File: config.mk
export PLATFORM = sky130hd
export DESIGN_NAME = dram_page_ctrl
export DESIGN_NICKNAME = d
export VERILOG_FILES = /design/src/rtl/dram_page_pkg.sv /design/src/rtl/dram_addr_split.sv /design/src/rtl/dram_refresh_timer.sv /design/src/rtl/dram_seq_fsm.sv /design/src/rtl/dram_page_ctrl.sv
export SDC_FILE = /design/constraint.sdc
export NUM_CORES = 1
export LEC_CHECK = 0
export BUFFER_PORTS_ARGS = -buffer_cell sky130_fd_sc_hd__buf_2
export CORE_AREA = 4 4 95 97
export CTS_CLUSTER_SIZE = 28
export DETAILED_ROUTE_END_ITERATION = 16
export DIE_AREA = 0 0 99 101
export MAX_ROUTING_LAYER = met4
export PLACE_DENSITY_LB_ADDON = 0.25
export SLEW_MARGIN = 15
export SYNTH_ARGS = -nofsm -noshare
export SYNTH_HDL_FRONTEND = slang
export SYNTH_SLANG_ARGS = --single-unit
export TNS_END_PERCENT = 20
File: constraint.sdc
create_clock -name clk -period 5.55 [get_ports clk]
set_clock_uncertainty 0.1 [all_clocks]
set_input_delay 0.8325 -clock clk [delete_from_list [all_inputs] [get_ports clk]]
set_output_delay 0.8325 -clock clk [all_outputs]
set_load 0.05 [all_outputs]
File: src/rtl/dram_page_pkg.sv
package dram_page_pkg;

    typedef enum logic [2:0] {
        ST_IDLE,
        ST_ROW,
        ST_COL,
        ST_PAGE,
        ST_PRE,
        ST_RFSH
    } seq_state_e;

endpackage

File: src/rtl/dram_addr_split.sv
module dram_addr_split #(
    parameter int ROW_W = 12,
    parameter int COL_W = 9,
    parameter int PIN_W = 12
) (
    input  logic [ROW_W+COL_W-1:0] addr,
    output logic [ROW_W-1:0]       row_idx,
    output logic [PIN_W-1:0]       row_pins,
    output logic [PIN_W-1:0]       col_pins
);

    always_comb begin
        row_idx  = addr[ROW_W+COL_W-1:COL_W];
        row_pins = '0;
        row_pins[ROW_W-1:0] = addr[ROW_W+COL_W-1:COL_W];
        col_pins = '0;
        col_pins[COL_W-1:0] = addr[COL_W-1:0];
    end

endmodule

File: src/rtl/dram_refresh_timer.sv
module dram_refresh_timer #(
    parameter int REF_INTERVAL = 1000,
    parameter int ROW_W        = 12
) (
    input  logic             clk,
    input  logic             rst_n,
    input  logic             ack,
    output logic             pending,
    output logic [ROW_W-1:0] ref_row
);

    localparam int TW = (REF_INTERVAL < 2) ? 1 : $clog2(REF_INTERVAL);

    typedef struct packed {
        logic [TW-1:0]    tick;
        logic             pend;
        logic [ROW_W-1:0] row;
    } tmr_t;

    tmr_t tmr_d, tmr_q;

    always_comb begin
        tmr_d = tmr_q;
        if (ack) begin
            tmr_d.pend = 1'b0;
            tmr_d.row  = tmr_q.row + 1'b1;
        end
        if (tmr_q.tick == TW'(REF_INTERVAL - 1)) begin
            tmr_d.tick = '0;
            tmr_d.pend = 1'b1;
        end else begin
            tmr_d.tick = tmr_q.tick + 1'b1;
        end
    end

    always_ff @(posedge clk) begin
        if (!rst_n) tmr_q <= '0;
        else        tmr_q <= tmr_d;
    end

    assign pending = tmr_q.pend;
    assign ref_row = tmr_q.row;

    a_r8_request_on_wrap: assert property (@(posedge clk) disable iff (!rst_n)
        (tmr_q.tick == TW'(REF_INTERVAL - 1)) |=> pending);

    a_r8_row_steps_on_ack: assert property (@(posedge clk) disable iff (!rst_n)
        ack |=> (ref_row == $past(ref_row) + 1'b1));

endmodule

File: src/rtl/dram_seq_fsm.sv
module dram_seq_fsm
    import dram_page_pkg::*;
#(
    parameter int ROW_W  = 12,
    parameter int COL_W  = 9,
    parameter int PIN_W  = 12,
    parameter int DATA_W = 8,
    parameter int T_RCD  = 3,
    parameter int T_CAS  = 3,
    parameter int T_PRE  = 3,
    parameter int T_RFSH = 4
) (
    input  logic              clk,
    input  logic              rst_n,
    input  logic              req_valid,
    input  logic              req_write,
    input  logic [ROW_W-1:0]  req_row_idx,
    input  logic [PIN_W-1:0]  req_row_pins,
    input  logic [PIN_W-1:0]  req_col_pins,
    input  logic [DATA_W-1:0] req_wdata,
    output logic              req_ready,
    input  logic              ref_pend,
    input  logic [ROW_W-1:0]  ref_row,
    output logic              ref_ack,
    output logic              ras_n,
    output logic              cas_n,
    output logic              we_n,
    output logic [PIN_W-1:0]  addr_pins,
    output logic [DATA_W-1:0] dq_out,
    output logic              dq_oe,
    input  logic [DATA_W-1:0] dq_in,
    output logic              rd_valid,
    output logic [DATA_W-1:0] rd_data
);

    localparam int T_MAX_A = (T_RCD > T_CAS) ? T_RCD : T_CAS;
    localparam int T_MAX_B = (T_PRE > T_RFSH) ? T_PRE : T_RFSH;
    localparam int T_MAX   = (T_MAX_A > T_MAX_B) ? T_MAX_A : T_MAX_B;
    localparam int CNT_W   = $clog2(T_MAX + 1);
    localparam int RUN_W   = $clog2(T_MAX + 2) + 1;

    typedef struct packed {
        seq_state_e        state;
        logic [CNT_W-1:0]  cnt;
        logic [ROW_W-1:0]  open_row;
        logic [PIN_W-1:0]  row_pins;
        logic [PIN_W-1:0]  col_pins;
        logic [PIN_W-1:0]  ref_pins;
        logic              wr;
        logic [DATA_W-1:0] wdata;
        logic              pend;
        logic              rd_valid;
        logic [DATA_W-1:0] rd_data;
        logic              ras_n;
        logic              cas_n;
        logic              we_n;
        logic              oe;
        logic [PIN_W-1:0]  addr;
    } seq_t;

    seq_t s_d, s_q;
    logic accept;
    logic [PIN_W-1:0] ref_pins_ext;

    always_comb begin
        ref_pins_ext = '0;
        ref_pins_ext[ROW_W-1:0] = ref_row;
    end

    always_comb begin
        s_d        = s_q;
        s_d.rd_valid = 1'b0;
        ref_ack    = 1'b0;
        req_ready  = ((s_q.state == ST_IDLE) || (s_q.state == ST_PAGE)) && !ref_pend;
        accept     = req_valid && req_ready;

        if (accept) begin
            s_d.wr       = req_write;
            s_d.wdata    = req_wdata;
            s_d.col_pins = req_col_pins;
        end

        case (s_q.state)
            ST_IDLE: begin
                if (ref_pend) begin
                    s_d.state    = ST_RFSH;
                    s_d.cnt      = CNT_W'(T_RFSH - 1);
                    s_d.ref_pins = ref_pins_ext;
                    ref_ack      = 1'b1;
                end else if (accept) begin
                    s_d.state    = ST_ROW;
                    s_d.cnt      = CNT_W'(T_RCD - 1);
                    s_d.open_row = req_row_idx;
                    s_d.row_pins = req_row_pins;
                end
            end
            ST_ROW: begin
                if (s_q.cnt == '0) begin
                    s_d.state = ST_COL;
                    s_d.cnt   = CNT_W'(T_CAS - 1);
                end else begin
                    s_d.cnt = s_q.cnt - 1'b1;
                end
            end
            ST_COL: begin
                if (s_q.cnt == '0) begin
                    s_d.state = ST_PAGE;
                    if (!s_q.wr) begin
                        s_d.rd_data  = dq_in;
                        s_d.rd_valid = 1'b1;
                    end
                end else begin
                    s_d.cnt = s_q.cnt - 1'b1;
                end
            end
            ST_PAGE: begin
                if (ref_pend) begin
                    s_d.state = ST_PRE;
                    s_d.cnt   = CNT_W'(T_PRE - 1);
                    s_d.pend  = 1'b0;
                end else if (accept) begin
                    if (req_row_idx == s_q.open_row) begin
                        s_d.state = ST_COL;
                        s_d.cnt   = CNT_W'(T_CAS - 1);
                    end else begin
                        s_d.state    = ST_PRE;
                        s_d.cnt      = CNT_W'(T_PRE - 1);
                        s_d.pend     = 1'b1;
                        s_d.open_row = req_row_idx;
                        s_d.row_pins = req_row_pins;
                    end
                end
            end
            ST_PRE: begin
                if (s_q.cnt == '0) begin
                    if (s_q.pend) begin
                        s_d.state = ST_ROW;
                        s_d.cnt   = CNT_W'(T_RCD - 1);
                        s_d.pend  = 1'b0;
                    end else if (ref_pend) begin
                        s_d.state    = ST_RFSH;
                        s_d.cnt      = CNT_W'(T_RFSH - 1);
                        s_d.ref_pins = ref_pins_ext;
                        ref_ack      = 1'b1;
                    end else begin
                        s_d.state = ST_IDLE;
                    end
                end else begin
                    s_d.cnt = s_q.cnt - 1'b1;
                end
            end
            ST_RFSH: begin
                if (s_q.cnt == '0) begin
                    s_d.state = ST_PRE;
                    s_d.cnt   = CNT_W'(T_PRE - 1);
                    s_d.pend  = 1'b0;
                end else begin
                    s_d.cnt = s_q.cnt - 1'b1;
                end
            end
            default: s_d.state = ST_IDLE;
        endcase

        s_d.ras_n = !((s_d.state == ST_ROW) || (s_d.state == ST_COL) ||
                      (s_d.state == ST_PAGE) || (s_d.state == ST_RFSH));
        s_d.cas_n = (s_d.state != ST_COL);
        s_d.we_n  = !((s_d.state == ST_COL) && s_d.wr);
        s_d.oe    = (s_d.state == ST_COL) && s_d.wr;
        if (s_d.state == ST_COL)       s_d.addr = s_d.col_pins;
        else if (s_d.state == ST_RFSH) s_d.addr = s_d.ref_pins;
        else                           s_d.addr = s_d.row_pins;
    end

    always_ff @(posedge clk) begin
        if (!rst_n) begin
            s_q       <= '0;
            s_q.state <= ST_IDLE;
            s_q.ras_n <= 1'b1;
            s_q.cas_n <= 1'b1;
            s_q.we_n  <= 1'b1;
        end else begin
            s_q <= s_d;
        end
    end

    assign ras_n     = s_q.ras_n;
    assign cas_n     = s_q.cas_n;
    assign we_n      = s_q.we_n;
    assign dq_oe     = s_q.oe;
    assign dq_out    = s_q.wdata;
    assign addr_pins = s_q.addr;
    assign rd_valid  = s_q.rd_valid;
    assign rd_data   = s_q.rd_data;

    // Checker counters: length of the current RAS low / high run.
    logic [RUN_W-1:0] run_low_q, run_high_q;
    localparam logic [RUN_W-1:0] RUN_SAT = RUN_W'(T_MAX + 1);

    always_ff @(posedge clk) begin
        if (!rst_n) begin
            run_low_q  <= '0;
            run_high_q <= RUN_SAT;
        end else if (!ras_n) begin
            run_high_q <= '0;
            run_low_q  <= (run_low_q == RUN_SAT) ? RUN_SAT : run_low_q + 1'b1;
        end else begin
            run_low_q  <= '0;
            run_high_q <= (run_high_q == RUN_SAT) ? RUN_SAT : run_high_q + 1'b1;
        end
    end

    a_r3_row_to_col_wait: assert property (@(posedge clk) disable iff (!rst_n)
        $fell(cas_n) |-> (run_low_q >= RUN_W'(T_RCD)));

    a_r7_precharge_wait: assert property (@(posedge clk) disable iff (!rst_n)
        $fell(ras_n) |-> (run_high_q >= RUN_W'(T_PRE)));

    a_r11_cas_inside_ras: assert property (@(posedge clk) disable iff (!rst_n)
        !cas_n |-> !ras_n);

    a_r11_we_inside_cas: assert property (@(posedge clk) disable iff (!rst_n)
        !we_n |-> !cas_n);

    a_r10_single_pulse: assert property (@(posedge clk) disable iff (!rst_n)
        rd_valid |=> !rd_valid);

    a_r9_ready_blocked: assert property (@(posedge clk) disable iff (!rst_n)
        ref_pend |-> !req_ready);

endmodule

File: src/rtl/dram_page_ctrl.sv
module dram_page_ctrl #(
    parameter int ROW_W        = 12,
    parameter int COL_W        = 9,
    parameter int DATA_W       = 8,
    parameter int T_RCD        = 3,
    parameter int T_CAS        = 3,
    parameter int T_PRE        = 3,
    parameter int T_RFSH       = 4,
    parameter int REF_INTERVAL = 1000,
    localparam int ADDR_W      = ROW_W + COL_W,
    localparam int PIN_W       = (ROW_W > COL_W) ? ROW_W : COL_W
) (
    input  logic              clk,
    input  logic              rst_n,
    input  logic              req_valid,
    input  logic              req_write,
    input  logic [ADDR_W-1:0] req_addr,
    input  logic [DATA_W-1:0] req_wdata,
    output logic              req_ready,
    output logic              rd_valid,
    output logic [DATA_W-1:0] rd_data,
    output logic              dram_ras_n,
    output logic              dram_cas_n,
    output logic              dram_we_n,
    output logic [PIN_W-1:0]  dram_addr,
    output logic [DATA_W-1:0] dram_dq_out,
    output logic              dram_dq_oe,
    input  logic [DATA_W-1:0] dram_dq_in
);

    logic [ROW_W-1:0] row_idx;
    logic [PIN_W-1:0] row_pins, col_pins;
    logic             ref_pend, ref_ack;
    logic [ROW_W-1:0] ref_row;

    dram_addr_split #(
        .ROW_W(ROW_W), .COL_W(COL_W), .PIN_W(PIN_W)
    ) i_split (
        .addr     (req_addr),
        .row_idx  (row_idx),
        .row_pins (row_pins),
        .col_pins (col_pins)
    );

    dram_refresh_timer #(
        .REF_INTERVAL(REF_INTERVAL), .ROW_W(ROW_W)
    ) i_timer (
        .clk     (clk),
        .rst_n   (rst_n),
        .ack     (ref_ack),
        .pending (ref_pend),
        .ref_row (ref_row)
    );

    dram_seq_fsm #(
        .ROW_W(ROW_W), .COL_W(COL_W), .PIN_W(PIN_W), .DATA_W(DATA_W),
        .T_RCD(T_RCD), .T_CAS(T_CAS), .T_PRE(T_PRE), .T_RFSH(T_RFSH)
    ) i_fsm (
        .clk          (clk),
        .rst_n        (rst_n),
        .req_valid    (req_valid),
        .req_write    (req_write),
        .req_row_idx  (row_idx),
        .req_row_pins (row_pins),
        .req_col_pins (col_pins),
        .req_wdata    (req_wdata),
        .req_ready    (req_ready),
        .ref_pend     (ref_pend),
        .ref_row      (ref_row),
        .ref_ack      (ref_ack),
        .ras_n        (dram_ras_n),
        .cas_n        (dram_cas_n),
        .we_n         (dram_we_n),
        .addr_pins    (dram_addr),
        .dq_out       (dram_dq_out),
        .dq_oe        (dram_dq_oe),
        .dq_in        (dram_dq_in),
        .rd_valid     (rd_valid),
        .rd_data      (rd_data)
    );

endmodule

Yosys cells after proc, flatten, opt, wreduce, memory -nomap -nowiden
Cells that the tools add are included.
W data, S select, Z words.
{"block": "totals", "out_inout_bits": 34, "register_bits": 112, "inputBits": 41}
{"block": "classes", "addsub": 3, "n_reduce_logical": 24, "eq_ne": 23, "bitwise_logic": 2, "mux": 41}
{"cell": "$mux W12", "count": 6}
{"cell": "$mux W24", "count": 3}
{"cell": "$mux W30", "count": 2}
{"cell": "$pmux W24 S2", "count": 1}
{"cell": "$mux W3", "count": 9}
{"cell": "$mux W6", "count": 4}
{"cell": "$pmux W12 S2", "count": 1}
{"cell": "$mux W9", "count": 2}
{"cell": "$pmux W3 S6", "count": 1}
{"cell": "$pmux W3 S5", "count": 1}
{"cell": "$mux W13", "count": 1}
{"cell": "$add A12 B1 Y12 const B", "count": 1}
{"cell": "$eq A12 B12 Y1", "count": 1}
{"cell": "$eq A3 B2 Y1 const B", "count": 4}
{"cell": "$add A10 B1 Y10 const B", "count": 1}
{"cell": "$eq A10 B10 Y1 const B", "count": 1}
{"cell": "$eq A3 B3 Y1 const B", "count": 3}
{"cell": "$ne A3 B2 Y1 const B", "count": 3}
{"cell": "$mux W1", "count": 8}
{"cell": "$ne A2 B2 Y1 const B", "count": 4}
{"cell": "$eq A3 B1 Y1 const B", "count": 2}
{"cell": "$logic_not A3 Y1", "count": 2}
{"cell": "$ne A2 B1 Y1 const B", "count": 3}
{"cell": "$reduce_and A3 Y1", "count": 2}
{"cell": "other kinds (14)", "count": 27}

Logic depth before layout (Yosys ltp)
Gate-level depths: netlist (run 1).
{"block": "depth", "depth_word": 12, "ltp_mapped": 10, "mapped_depth_nobuf": 8}

Cells and area by module
A second synthesis (run 1) with hierarchy kept.
{"block": "unflattened", "cells_unflattened": 677, "hier_area_um2": 5654.2}
{"module": "dram_seq_fsm", "cells_per_inst": 512, "n_inst": 1, "area_each_um2": 4241.6, "seq_area_each_um2": 1781.7}
{"module": "dram_refresh_timer", "cells_per_inst": 128, "n_inst": 1, "area_each_um2": 1138.6, "seq_area_each_um2": 460.4}
{"module": "dram_addr_split", "cells_per_inst": 37, "n_inst": 1, "area_each_um2": 274.0, "seq_area_each_um2": 0.0}

Worst setup path before layout (run 1)
Ideal clock, no wire load.
{"block": "synth_timing", "path_type": "reg-to-output", "from": "register i_fsm.s_q[87] in the netlist's numbering", "to": "output port req_ready", "path_slack_ns": 2.990, "path_buffers": 1, "required_ns": 4.618, "stages_incl_launch_ff": 4, "arrival_time_ns": 1.627, "cell_sequence": "dfxtp_1 > buf_6 > xor2_1 > nor3_1"}
{"block": "synth_via", "elab_chain_len": 3}
{"element": "from (decl)", "line": "dram_seq_fsm.sv:61", "text": "seq_t s_d, s_q;"}
{"element": "$eq A3 B2 Y1 or $logic_not A3 Y1 (tied branches)", "line": "dram_seq_fsm.sv:74", "text": "req_ready = ((s_q.state == ST_IDLE) || (s_q.state == ST_PAGE)) && !ref_pend;"}
{"element": "$logic_or A1 B1 Y1 (*)", "line": "dram_seq_fsm.sv:74"}
{"element": "$logic_and A1 B1 Y1 (*)", "line": "dram_seq_fsm.sv:74"}
{"element": "to (decl)", "line": "dram_page_ctrl.sv:19", "text": "output logic req_ready,"}
Mark *: on every way between the ends. The rest lies on a longest branch, timed or not.

Worst setup path in the final report (run 1)
{"block": "layout_timing", "from": "register i_fsm.s_q[87] in the netlist's numbering", "to": "register i_fsm.s_q, in the netlist i_fsm.addr_pins[7]"}
{"block": "layout_via", "elab_chain_len": 10}
{"element": "$eq A3 B2 Y1 or $logic_not A3 Y1 (tied branches)", "line": "dram_seq_fsm.sv:74, dram_seq_fsm.sv:83"}
{"element": "$logic_or A1 B1 Y1", "line": "dram_seq_fsm.sv:74"}
{"element": "$logic_and A1 B1 Y1", "line": "dram_seq_fsm.sv:74"}
{"element": "$logic_and A1 B1 Y1", "line": "dram_seq_fsm.sv:75", "text": "accept = req_valid && req_ready;"}
{"element": "$mux W30, on equally long branches", "line": "dram_seq_fsm.sv:121, dram_seq_fsm.sv:90"}
{"element": "$mux W6, on equally long branches", "line": "dram_seq_fsm.sv:117, dram_seq_fsm.sv:85"}
{"element": "$pmux W3 S6", "line": "dram_seq_fsm.sv:83", "text": "case (s_q.state)"}
{"element": "$eq A3 B3 Y1", "line": "dram_seq_fsm.sv:170", "text": "else if (s_d.state == ST_RFSH) s_d.addr = s_d.ref_pins;"}
{"element": "$mux W12", "line": "dram_seq_fsm.sv:170"}
{"element": "$mux W12 (*)", "line": "dram_seq_fsm.sv:169", "text": "if (s_d.state == ST_COL) s_d.addr = s_d.col_pins;"}
Mark *: on every way between the ends. The rest lies on a longest branch, timed or not. The select of a mux whose other input is x is not followed.
A chain may end at the register's enable or synchronous reset.

==> metrics.csv, run 1 <==
metric,value,unit
Worst EP required,5.73,ns
Worst Hold Class,reg -> reg,
clock network power share,21.3,%
Nets,606,
status,finished clean,
# Post-CTS Setup Buffers,0,
Worst-Margin Slew,0.994,ns
Synth async-reset ratio,0,%
total gr overflow,0,
antenna violations before repair,0,
Die Area,10000,sq um
Vias/cell,5.75,
cell taking the most area after synthesis,dfxtp_1,
"Worst Setup Slack, final",2.04,ns
Synth Instances,537,
clk slew on worst S/H paths,0.11,ns
Int Power,1.32,mW
Crit. End Element,flop,
I/O Pins,75,
Initial Util,60.3,%
die height,101,microns
Global Route Usage Sum,21.9,%
crit path DAT,3.69,ns
core area,8130,sq um
worst-path fanout max,24,
row count,33,
DP Worst Slack,2.11,ns
Setup Viol. Count Final,0,
number of synthesis warnings,0,
mapped cell area,4900,sq um
drc violations,0,
CTS Buf Count,9,
DRT antenna net count,0,
final period utilization,63.2,%
max frequency,0.285,GHz
Post-CTS Hold Buffers,0,
Synth-to-Final Area Change,7.27,%
Synth top area share,45.7,%
Switching Share,40.6,%
post-cts resize count,0,
H-tree levels,3,
routability congestion estimate,0.885,
P_sw,0.900,mW
VDD IR max,0.000206,V
crit start category,flop,
TritonRoute pass-1 iters,5,
CTS sink count,112,
CTS max path bufs,2,
I/O Buffers,74,
R2R depth,5,
number of global-route vias before repair,3654,
area of placed instances,5060,sq um
first-pass GRT wire length,17.2,mm
Final min period,3.51,ns
sequential group share of total power,44.0,%
Cell Count Post-Placement,655,
Fin. Hold Viols,0,
Detailed Place HPWL,7.29,mm
"wirelength, routed",10.5,mm
final instance area,5260,sq um
worst hold margin,0.361,ns
Post-synth EDFFs,0,
1st-iter DRT viols,280,
CTS tree,built,
clk_lat worst skew,0.37,ns
"top cells by count, synth","112 x dfxtp_1, 62 x nor2_1, 53 x nand2_1, 34 x mux2i_1, 33 x a21oi_1",
Leakage,2.28,nW
Logic pwr share,34.6,%
max-cap violations,0,
root buffer cell,clkbuf_8,
routed len/inst,15.7,microns
# diodes,0,
RSZ-0062 raised after global routing,false,
share of cells above drive strength 1,18.2,%
DIE WIDTH,99,microns
"Worst Path Class, Setup",reg -> reg,
top post-synthesis cells by area,"dfxtp_1 46%, mux2i_1 6.9%, nor2_1 4.7%",
vias post-DR,3859,
most instantiated library cell after synthesis,dfxtp_1,
"Top FF cell, synth",dfxtp_1,
"Seq/Total Area, Yosys",45.7,%
count of different cell masters after synthesis,46,
setup TNS,0,ns
synthesis-stage register bit count,112,
pin count of the biggest net entering global routing,76,
Slew headroom,33.5,%
Syn Area/Cell,9.13,sq um
Max Slew Vio Count,0,
Hold Path Depth,2,
PD cells,421,nW/um^2
Syn Nets,582,
non-filler instance count after layout,671,
## power groups by stage
stage | Combinational (mW) | Clock (mW) | Sequential, mW
finish | 0.768 | 0.473 | 0.976
global route | 0.829 | 0.511 | 0.988
CTS | 0.764 | 0.484 | 0.976
detailed placement | 0.760 | 0 | 0.994
global placement | 0.744 | 0 | 0.991
floorplan | 0.665 | 0 | 0.987
## critical path, stage by stage (launching register included)
cell	delay, ns
dfxtp_1	0.67
xor2_1	0.20
or4b_1	0.90
a211oi_4	0.97
a222oi_1	0.28
o31ai_1	0.28
## layout by cell type (no fill, tap or decap), types with 2 or more instances in the layout
cell type  netlist  final
a21oi_1         33     33
a222oi_1        12     12
a22o_1          12     12
a31oi_1          2      2
and2_1           2      2
and3_1          11     11
buf_2           10     74
buf_4           29      5
clkbuf_8         0      9
clkinv_4         0      2
dfxtp_1        112    112
ha_1             4      4
inv_1            7      6
inv_6            0      3
mux2i_1         34     34
nand2_1         53     53
nand2b_1         2      2
nand3_1         19     19
nand4_1          6      6
nor2_1          62     62
nor2b_1          4      4
nor3_1           5      5
nor3b_1          4      4
nor4_1           4      4
o211a_1         13     13
o21ai_0          9      9
o221a_2          2      2
o31ai_1         12     12
or3_1            4      4
xnor2_1          5      5
xor2_1          23     23
## logic make-up after synthesis
family	count (synthesis)	synth area share (%)
buf+inv	73	8.37
flops	112	45.7
mux	35	7.17
xor+xnor	28	5.00
compound gates	104	15.8
fa+ha+maj	4	1.02
simple gates	181	16.9
## layout make-up
cell class                 count  area, sq um
sequential                   112         2240
fill                         685         2870
clock inverter                 7         71.3
timing repair buffer          79          408
tap                          105          131
clock buffer                   9          124
inverter                       7         26.3
multi-input combinational    352         2260
## per-stage QoR
| stage | total power, mW | utilization [%] |
|---|---|---|
| floorplan | 1.65 | - |
| global placement | 1.73 | 62.3 |
| detailed placement | 1.75 | 62.3 |
| CTS | 2.22 | 64.7 |
| global route | 2.33 | 64.7 |
| finish | 2.22 | 64.7 |
## metal layers
| layer | share of wire, % | routed length (microns) | GRT usage [%] | vias to the layer above |
|---|---|---|---|---|
| met5 | 0 | 0 | - | - |
| met4 | 2.8 | 292 | 10.2 | 0 |
| met3 | 5.5 | 583 | 3.18 | 20 |
| met2 | 47 | 4940 | 35.6 | 105 |
| met1 | 45 | 4720 | 26.9 | 1831 |
| li1 | - | - | - | 1903 |
## registers in the layout, summed over array words and instances, names as in the netlist
| name | cells |
|---|---|
| i_fsm.cas_n | 1 |
| i_fsm.dq_oe | 1 |
| i_timer.pending | 1 |
| i_fsm.addr_pins | 12 |
| i_fsm.we_n | 1 |
| i_fsm.s_q | 56 |
| i_fsm.ras_n | 1 |
| i_timer.ref_row | 12 |
| i_fsm.dq_out | 8 |
| i_timer.tmr_q | 10 |
| i_fsm.rd_valid | 1 |
| i_fsm.rd_data | 8 |
## path summary, 6_finish.rpt
path                            slack [ns]                 end       startpoint
worst min register to register        0.36     i_fsm.dq_out[3]  i_fsm.dq_out[3]
worst max register to register        2.04  i_fsm.addr_pins[7]    i_fsm.s_q[87]
worst max-delay path                  2.04  i_fsm.addr_pins[7]    i_fsm.s_q[87]
worst min-delay path                  0.36     i_fsm.dq_out[3]  i_fsm.dq_out[3]
No activity file was read; power rests on OpenSTA's default activity.
==> run 2, diff against run 1 <==
--- a/config.mk
+++ b/config.mk
@@ -6,10 +6,10 @@
 export NUM_CORES = 1
 export LEC_CHECK = 0
 export BUFFER_PORTS_ARGS = -buffer_cell sky130_fd_sc_hd__buf_2
-export CORE_AREA = 4 4 95 97
+export CORE_AREA = 4 4 104 106
 export CTS_CLUSTER_SIZE = 28
 export DETAILED_ROUTE_END_ITERATION = 16
-export DIE_AREA = 0 0 99 101
+export DIE_AREA = 0 0 108 110
 export MAX_ROUTING_LAYER = met4
 export PLACE_DENSITY_LB_ADDON = 0.25
 export SLEW_MARGIN = 15
==> constraint.sdc (replaced) <==
create_clock -name clk -period 3.15 [get_ports clk]
set_clock_uncertainty 0.1 [all_clocks]
set_input_delay 0.4725 -clock clk [delete_from_list [all_inputs] [get_ports clk]]
set_output_delay 0.4725 -clock clk [all_outputs]
set_load 0.05 [all_outputs]
==> run 2 against run 1 <==
Against the previous run:
- clock-buffer cell count unchanged
- final cell count up 5.4%
- worst setup slack worse by 1.9 ns
- largest power group unchanged
- critical endpoint is now i_fsm.addr_pins[8]
- global-route usage down 2.2 points
- flip-flop and latch count unchanged
==> metrics.csv, run 2 (synthesized netlist as in run 1, its figures left out) <==
metric,value,unit
DRT antenna net count,0,
Max stage delay on crit path,0.84,ns
CP Cell Sequence,"xor2_1, or4b_1, a211oi_4, a222oi_1, o31ai_1",
H-tree levels,3,
worst hold start,dram_dq_in[2],
VDD IR max,0.000305,V
CP startpoint,i_fsm.s_q[86],
"Worst Path Class, Setup",reg -> reg,
core area,9770,sq um
max frequency,0.338,GHz
total gr overflow,0,
post-cts resize count,0,
worst hold margin,0.221,ns
# diodes,0,
status,finished clean,
# Post-CTS Setup Buffers,0,
Top reg by flops,i_fsm.s_q,
Nets,614,
Worst-Margin Slew,0.969,ns
CTS sink count,112,
Post-CTS Hold Buffers,0,
root buffer cell,clkbuf_8,
pin count of the biggest net entering global routing,55,
Total Power,4.10,mW
Leakage,2.34,nW
Worst EP required,3.32,ns
"wirelength, routed",10.9,mm
row count,36,
number of global-route vias before repair,3639,
setup TNS,0,ns
TritonRoute pass-1 iters,5,
die height,110,microns
area of placed instances,5160,sq um
Slew headroom,35.2,%
I/O Buffers,74,
CTS max path bufs,2,
final period utilization,94.0,%
routability congestion estimate,0.809,
CP max-delay cell,a211oi_4,
Worst Hold Class,in -> reg,
max reg flops,56,
Setup Viol. Count Final,0,
"delay-heaviest family, CP",compound AO/OA/AOI/OAI gates,
share of cells above drive strength 1,19.3,%
Synth-to-Final Area Change,9.98,%
Worst Path Buf+Inv,0,
CTS Buf Count,9,
vias post-DR,3893,
RSZ-0062 raised after global routing,false,
first-pass GRT wire length,18.1,mm
"commonest non-fill, non-tap cells in the layout","112 x dfxtp_1, 74 x buf_2, 62 x nor2_1, 53 x nand2_1, 34 x mux2i_1",
antenna violations before repair,0,
Vias/cell,5.51,
Detailed Place HPWL,7.72,mm
worst-path fanout max,24,
max-cap violations,0,
Global Route Usage Sum,19.7,%
drc violations,0,
PD cells,761,nW/um^2
"most common cell after layout, fill and taps aside",dfxtp_1,
Initial Util,50.2,%
Final min period,2.96,ns
Die Area,11900,sq um
"Worst Setup Slack, final",0.190,ns
Critical R2R Launch,i_fsm.s_q[86],
final instance area,5390,sq um
DIE WIDTH,108,microns
DP Worst Slack,0.285,ns
clk_lat worst skew,0.38,ns
CTS tree,built,
Fin. Hold Viols,0,
Crit. End Element,flop,
clk slew on worst S/H paths,0.11,ns
crit path DAT,3.13,ns
1st-iter DRT viols,388,
routed len/inst,15.5,microns
crit start category,flop,
Max Slew Vio Count,0,
I/O Pins,75,
-- run 2: changes by cell type in the layout (fill, tap and decap cells not counted) --
cell / change
inv_8: +2
bufinv_16: +2
clkinv_8: -1
inv_6: -3
buf_4: +8
clkinv_4: -2
clkinvlp_4: +2
-- run 2: worst min-delay path, cell delays in order --
cell,delay (ns)
buf_2,0.07
mux2i_1,0.05
nor2_1,0.07
-- run 2: through the flow --
step           util, %  cells
2_1_floorplan        -    537
3_3_place_gp      52.8    691
5_1_grt           55.2    707
3_5_place_dp      52.8    691
4_1_cts           55.2    707
6_report          55.2    707
-- run 2: power breakdown --
| part | leakage (nW) | internal [mW] | switching [mW] | total (mW) |
|---|---|---|---|---|
| clock | 0.111 | 0.465 | 0.514 | 0.979 |
| combinational | 1.31 | 0.434 | 0.984 | 1.42 |
| sequential | 0.913 | 1.60 | 0.105 | 1.71 |
-- run 2: final cells by class --
cell class | instances | area (sq um)
fill | 922 | 4380
multi-input combinational | 352 | 2260
sequential | 112 | 2240
timing repair buffer | 87 | 468
tap | 133 | 166
clock buffer | 9 | 124
clock inverter | 7 | 109
inverter | 7 | 26.3
-- run 2: final timing paths --
kind | endpoint | slack [ns] | cells after the start
max | i_fsm.addr_pins[8] | 0.19 | 5
min | i_fsm.rd_data[2] | 0.22 | 3
max reg2reg | i_fsm.addr_pins[8] | 0.19 | 5
min reg2reg | i_fsm.dq_out[5] | 0.36 | 2
-- run 2: metal layers --
layer / GRT usage (%) / routed length [microns] / share of wire [%] / vias to the layer above
li1: - / - / - / 1915
met1: 26.1 / 5110 / 47 / 1832
met2: 31.0 / 5030 / 46 / 132
met3: 3.96 / 658 / 6.0 / 14
met4: 5.41 / 138 / 1.3 / 0
met5: - / 0 / 0 / -
